### config.mk
export PLATFORM = sky130hd
export DESIGN_NAME = brk_trig_ctrl
export DESIGN_NICKNAME = d
export VERILOG_FILES = /design/src/rtl/brk_trig_pkg.sv /design/src/rtl/brk_ctrl_reg.sv /design/src/rtl/brk_pulse_gen.sv /design/src/rtl/brk_trig_ctrl.sv
export SDC_FILE = /design/constraint.sdc
export NUM_CORES = 1
export LEC_CHECK = 0
export BUFFER_PORTS_ARGS = -buffer_cell sky130_fd_sc_hd__buf_4
export CAP_MARGIN = 20
export CELL_PAD_IN_SITES_DETAIL_PLACEMENT = 0
export CELL_PAD_IN_SITES_GLOBAL_PLACEMENT = 1
export CORE_ASPECT_RATIO = 2
export CORE_MARGIN = 8
export CORE_UTILIZATION = 23
export CTS_CLUSTER_SIZE = 24
export DETAILED_ROUTE_END_ITERATION = 10
export PLACE_DENSITY_LB_ADDON = 0.08
export SETUP_SLACK_MARGIN = 0.1
export SYNTH_ARGS = -nofsm -noshare
export SYNTH_HDL_FRONTEND = slang
export SYNTH_HIERARCHICAL = 1
export SYNTH_SLANG_ARGS = --single-unit
### constraint.sdc
create_clock -name clk_i -period 2.3 [get_ports clk_i]
set_clock_uncertainty 0.1 [all_clocks]
set_input_delay 0.345 -clock clk_i [delete_from_list [all_inputs] [get_ports clk_i]]
set_output_delay 0.345 -clock clk_i [all_outputs]
set_load 0.03 [all_outputs]
### src/rtl/brk_trig_pkg.sv
package brk_trig_pkg;
  localparam int NUM_CH   = 2;
  localparam int SEL_W    = 2;
  localparam int REG_W    = 32;
  localparam int DIS_LSB  = 18;  // bit DIS_LSB + c suppresses channel c
  localparam int SEL_LSB  = 16;
  localparam int FLAG_MSB = 15;  // flag of channel c sits at FLAG_MSB - c
  localparam int CNT_W    = (1 << SEL_W) - 1;
endpackage

### src/rtl/brk_ctrl_reg.sv
module brk_ctrl_reg
  import brk_trig_pkg::*;
(
  input  logic              clk_i,
  input  logic              rst_ni,
  input  logic              wr_en_i,
  input  logic [REG_W-1:0]  wr_data_i,
  input  logic [NUM_CH-1:0] match_i,
  output logic [NUM_CH-1:0] dis_o,
  output logic [SEL_W-1:0]  sel_o,
  output logic [NUM_CH-1:0] flag_o
);
  logic [NUM_CH-1:0] dis_q;
  logic [SEL_W-1:0]  sel_q;

  always_ff @(posedge clk_i or negedge rst_ni) begin
    if (!rst_ni) begin
      dis_q <= '0;
      sel_q <= '0;
    end else if (wr_en_i) begin
      dis_q <= wr_data_i[DIS_LSB +: NUM_CH];
      sel_q <= wr_data_i[SEL_LSB +: SEL_W];
    end
  end

  for (genvar c = 0; c < NUM_CH; c++) begin : g_flag
    logic flag_q;
    logic clr;
    assign clr = wr_en_i && !wr_data_i[FLAG_MSB-c];

    // set has priority over clear
    always_ff @(posedge clk_i or negedge rst_ni) begin
      if (!rst_ni)         flag_q <= 1'b0;
      else if (match_i[c]) flag_q <= 1'b1;
      else if (clr)        flag_q <= 1'b0;
    end
    assign flag_o[c] = flag_q;

    assert_flag_set_R8: assert property (@(posedge clk_i) disable iff (!rst_ni)
      match_i[c] |=> flag_o[c]);
    assert_flag_clear_only_by_write_R9: assert property (@(posedge clk_i) disable iff (!rst_ni)
      $fell(flag_o[c]) |-> $past(wr_en_i && !wr_data_i[FLAG_MSB-c] && !match_i[c]));
  end

  assign dis_o = dis_q;
  assign sel_o = sel_q;
endmodule

### src/rtl/brk_pulse_gen.sv
module brk_pulse_gen
  import brk_trig_pkg::*;
(
  input  logic             clk_i,
  input  logic             rst_ni,
  input  logic             start_i,
  input  logic [SEL_W-1:0] sel_i,
  output logic             pulse_o
);
  logic             pulse_q;
  logic [CNT_W-1:0] cnt_q;
  logic [CNT_W:0]   len;

  assign len = (CNT_W+1)'(1) << sel_i;

  always_ff @(posedge clk_i or negedge rst_ni) begin
    if (!rst_ni) begin
      pulse_q <= 1'b0;
      cnt_q   <= '0;
    end else if (start_i) begin
      pulse_q <= 1'b1;
      cnt_q   <= CNT_W'(len - 1'b1);
    end else if (pulse_q) begin
      if (cnt_q == '0) pulse_q <= 1'b0;
      else             cnt_q   <= cnt_q - 1'b1;
    end
  end

  assign pulse_o = pulse_q;

  assert_start_raises_R2: assert property (@(posedge clk_i) disable iff (!rst_ni)
    start_i |=> pulse_o);
  assert_idle_stays_low_R4: assert property (@(posedge clk_i) disable iff (!rst_ni)
    (!pulse_o && !start_i) |=> !pulse_o);
  assert_count_down_R3: assert property (@(posedge clk_i) disable iff (!rst_ni)
    (pulse_o && !start_i && cnt_q != '0) |=> (pulse_o && cnt_q == $past(cnt_q) - 1'b1));
endmodule

### src/rtl/brk_trig_ctrl.sv
module brk_trig_ctrl
  import brk_trig_pkg::*;
(
  input  logic              clk_i,
  input  logic              rst_ni,
  input  logic              wr_en_i,
  input  logic [REG_W-1:0]  wr_data_i,
  output logic [REG_W-1:0]  rd_data_o,
  input  logic [NUM_CH-1:0] match_i,
  output logic              trig_o
);
  logic [NUM_CH-1:0] dis;
  logic [SEL_W-1:0]  sel;
  logic [NUM_CH-1:0] flag;
  logic              start;

  brk_ctrl_reg u_reg (
    .clk_i    (clk_i),
    .rst_ni   (rst_ni),
    .wr_en_i  (wr_en_i),
    .wr_data_i(wr_data_i),
    .match_i  (match_i),
    .dis_o    (dis),
    .sel_o    (sel),
    .flag_o   (flag)
  );

  assign start = |(match_i & ~dis);

  brk_pulse_gen u_pulse (
    .clk_i  (clk_i),
    .rst_ni (rst_ni),
    .start_i(start),
    .sel_i  (sel),
    .pulse_o(trig_o)
  );

  always_comb begin
    rd_data_o = '0;
    rd_data_o[DIS_LSB +: NUM_CH] = dis;
    rd_data_o[SEL_LSB +: SEL_W]  = sel;
    for (int c = 0; c < NUM_CH; c++) rd_data_o[FLAG_MSB-c] = flag[c];
  end

  assert_suppressed_no_start_R4: assert property (@(posedge clk_i) disable iff (!rst_ni)
    (!trig_o && (match_i & ~rd_data_o[DIS_LSB +: NUM_CH]) == '0) |=> !trig_o);
  assert_unused_bits_zero_R10: assert property (@(posedge clk_i) disable iff (!rst_ni)
    (rd_data_o[REG_W-1:DIS_LSB+NUM_CH] == '0) && (rd_data_o[FLAG_MSB-NUM_CH:0] == '0));
endmodule

==> impl_metrics.py <==
metrics = {
    "timing": {
        "holdWs_ns": 0.195,
        "slew_viol_final": 0,
        "finalWorstSetupSlack_ns": 0.477,
        "fin_crit_sh_pct": 79.2,
        "fmaxAchievable_mhz": 549,
        "rsz0062_at_grt": "false",
        "hold_viol": 0,
        "setup_viol": 0,
        "fin_tns_setup_ns": 0,
        "period_needed_ns": 1.82,
    },
    "placed_design": {
        "hpwlAfterDp_mm": 1.36,
        "place_congestion": 0.667,
        "dp.cells": 119,
        "post-place-ws_ns": 0.365,
        "port_buffers": 17,
    },
    "cells_and_area": {
        "fill_cells": 354,
        "final_nets": 133,
        "final_common_cell": "conb_1",
        "antenna_cells": 0,
        "area_growth_pct": 17.4,
        "final_cell_mix": "conb_1 (26), buf_4 (18), dfrtp_1 (10)",
        "fin_cells": 124,
        "drive_gt1_share_pct": 29.8,
    },
    "synth": {
        "netlist_area_um2": 698,
        "synth.distinct_cells": 22,
        "ys_warn_count": 6,
        "synth_top_cell_area_share_pct": 35.8,
        "netlist_top_cells_area": "dfrtp_1 (36%), buf_4 (30%), mux2_2 (6.5%)",
        "syn_avg_cell_area_um2": 9.43,
        "synth_largest_area_cell": "dfrtp_1",
        "synth_seq_cells": 10,
        "ys_seq_area_share_pct": 35.8,
        "netlist_instances": 74,
    },
    "min_path": {
        "worst_hold_path_type": "input pin to flip-flop",
        "hp-start": "match_i[0]",
        "worstHoldEndpoint": "u_reg/g_flag[0].flag_q",
        "holdPathStages": 2,
    },
    "pwr": {
        "p_switching_mw": 0.305,
        "cellLeakagePower_nw": 0.411,
        "switching_share_pct": 38.5,
        "p_seq_share_pct": 35.4,
        "p_int_mw": 0.487,
        "power_mw": 0.792,
        "p_comb_share_pct": 36.4,
        "clkPwrFrac_pct": 28.2,
        "peakVddDrop_uv": 329,
        "p_per_area_mw_per_mm2": 966,
    },
    "clocking": {
        "clk_path_buf_depth": 2,
        "post-cts-setup-buffers": 0,
        "insertion_delay_ns": 0.24,
        "clock_sinks": 10,
        "ctsResizeCount": 0,
        "cts_hold_buf": 1,
        "cts.clk_slew.worst_paths_ns": 0.05,
        "cts_buffers": 3,
        "cts_tree": "done",
        "h-tree-depth": 1,
        "root_buffer": "clkbuf_8",
    },
    "setup_path": {
        "path_class": "flip-flop to flip-flop",
        "critPathArrivalTime_ns": 1.84,
        "r2r_end": "u_pulse/cnt_q[2]",
        "max_stage_delay_ns": 0.40,
        "path_buf_inv": 1,
        "reg2reg_slack_ns": 0.48,
        "cp_max_fo": 5,
        "slowest_stage": "dfrtp_1",
        "rr_worst_depth": 7,
        "regToRegStartpoint": "u_reg/dis_o[0]",
        "critPathTopFamily": "flip-flops",
        "critPathLaunchType": "flip-flop",
        "cp_cell_sequence": "o22ai_2 > inv_1 > nor3_1 > a21oi_1 > ha_1 > xnor2_1 > a22oi_2",
        "cp-end-kind": "flip-flop",
        "required_ns": 2.31,
    },
    "route": {
        "drt_pass1_iterations": 4,
        "drc": 0,
        "vias": 478,
        "finalWirelength_mm": 1.62,
        "ant_nets": 0,
        "vias_per_cell": 3.85,
        "first_iter_violations": 4,
        "wl_per_cell_um": 13.1,
    },
    "global_routing": {
        "antenna_found_initial": 0,
        "track_usage_pct": 6.72,
        "grt_pass1_vias": 571,
        "grt_pass1_wl_mm": 2.56,
        "grt_max_degree": 11,
        "grt_overflow_total": 0,
    },
    "floorplanning": {
        "ioPinCount": 70,
        "fp-row-count": 28,
        "initial_core_util_pct": 23.7,
        "die_y_um": 93.9,
        "dieArea_mm2": 0.00516,
        "fp.coreArea_mm2": 0.00294,
        "die_w_um": 55.0,
    },
    "job": {
        "drv_cap": 0,
    },
    "run_status": {
        "status": "completed",
    },
}
[metrics by stage]
stage                     util [%]  instance area, um^2
final                         27.8                  820
after global routing          27.8                  820
after CTS                     27.8                  820
after detailed placement      25.6                  754
after global placement        25.6                  754
after floorplan                  -                  792
[registers in the layout, summed over array words and instances (netlist names)]
register             count
u_pulse/cnt_q            3
u_pulse/pulse_o          1
u_reg/dis_o              2
u_reg/g_flag.flag_q      2
u_reg/sel_o              2
[cells in the mapped netlist]
cell type and instances:
xnor2_1 1, o21ai_0 1, nand2b_1 3, o21a_1 1
buf_4 28, nand2_1 3, nor2_1 3, a31oi_1 1
nor3_1 1, or3_1 1, a22oi_2 1, a21oi_1 4
a21o_1 2, inv_1 4, o211ai_1 1, o31ai_1 1
ha_1 1, conb_1 1, nor2b_1 1, dfrtp_1 10
mux2_2 4, o22ai_2 1
[power by group through the flow]
stage	clock network, mW	registers, mW	logic (mW)
3_5_place_dp	0	0.284	0.286
4_1_cts	0.230	0.281	0.289
5_1_grt	0.238	0.288	0.323
2_1_floorplan	0	0.293	0.227
6_report	0.223	0.280	0.288
3_3_place_gp	0	0.285	0.286
[kinds of logic (layout without fill, tap and decap cells)]
logic type | after synthesis | count (layout) | share of synthesized area, %
DFF | 10 | 10 | 35.8
adders and majority gates | 1 | 1 | 1.79
and+or+nand+nor | 12 | 12 | 8.42
buffers and inverters | 32 | 27 | 32.3
AOI/OAI and AO/OA | 13 | 13 | 13.4
other | 1 | 26 | 0.537
muxes | 4 | 4 | 6.45
xor gates and xnor gates | 1 | 1 | 1.25
[cell type report]
class | count | area (um^2) | area share [%]
clock buffers | 4 | 55.1 | 6.72
well taps | 30 | 37.5 | 4.58
multi-input cells | 57 | 317 | 38.6
repair buffers | 19 | 145 | 17.7
flip-flops and latches | 10 | 250 | 30.5
inverters | 4 | 15.0 | 1.83
[worst max path at each step]
stage / start / end / cells after the start
3_5_place_dp: match_i[0] / u_pulse/cnt_q[2] / 10
4_1_cts: u_reg/dis_o[0] / u_pulse/cnt_q[2] / 7
6_report: u_reg/dis_o[0] / u_pulse/cnt_q[2] / 7
5_1_grt: u_reg/dis_o[0] / u_pulse/cnt_q[2] / 7
2_1_floorplan: u_reg/dis_o[0] / u_pulse/cnt_q[2] / 7
3_3_place_gp: match_i[0] / u_pulse/cnt_q[2] / 10
[routing by layer]
metal  vias up  global-route usage [%]  share of wire (%)
met2        24                    10.6                 53
met3         2                    2.86                8.0
met5         -                       0                  0
met1       223                    7.10                 38
li1        229                       -                  -
met4         0                    3.63               0.86
Power figures use the tool's default switching activity.
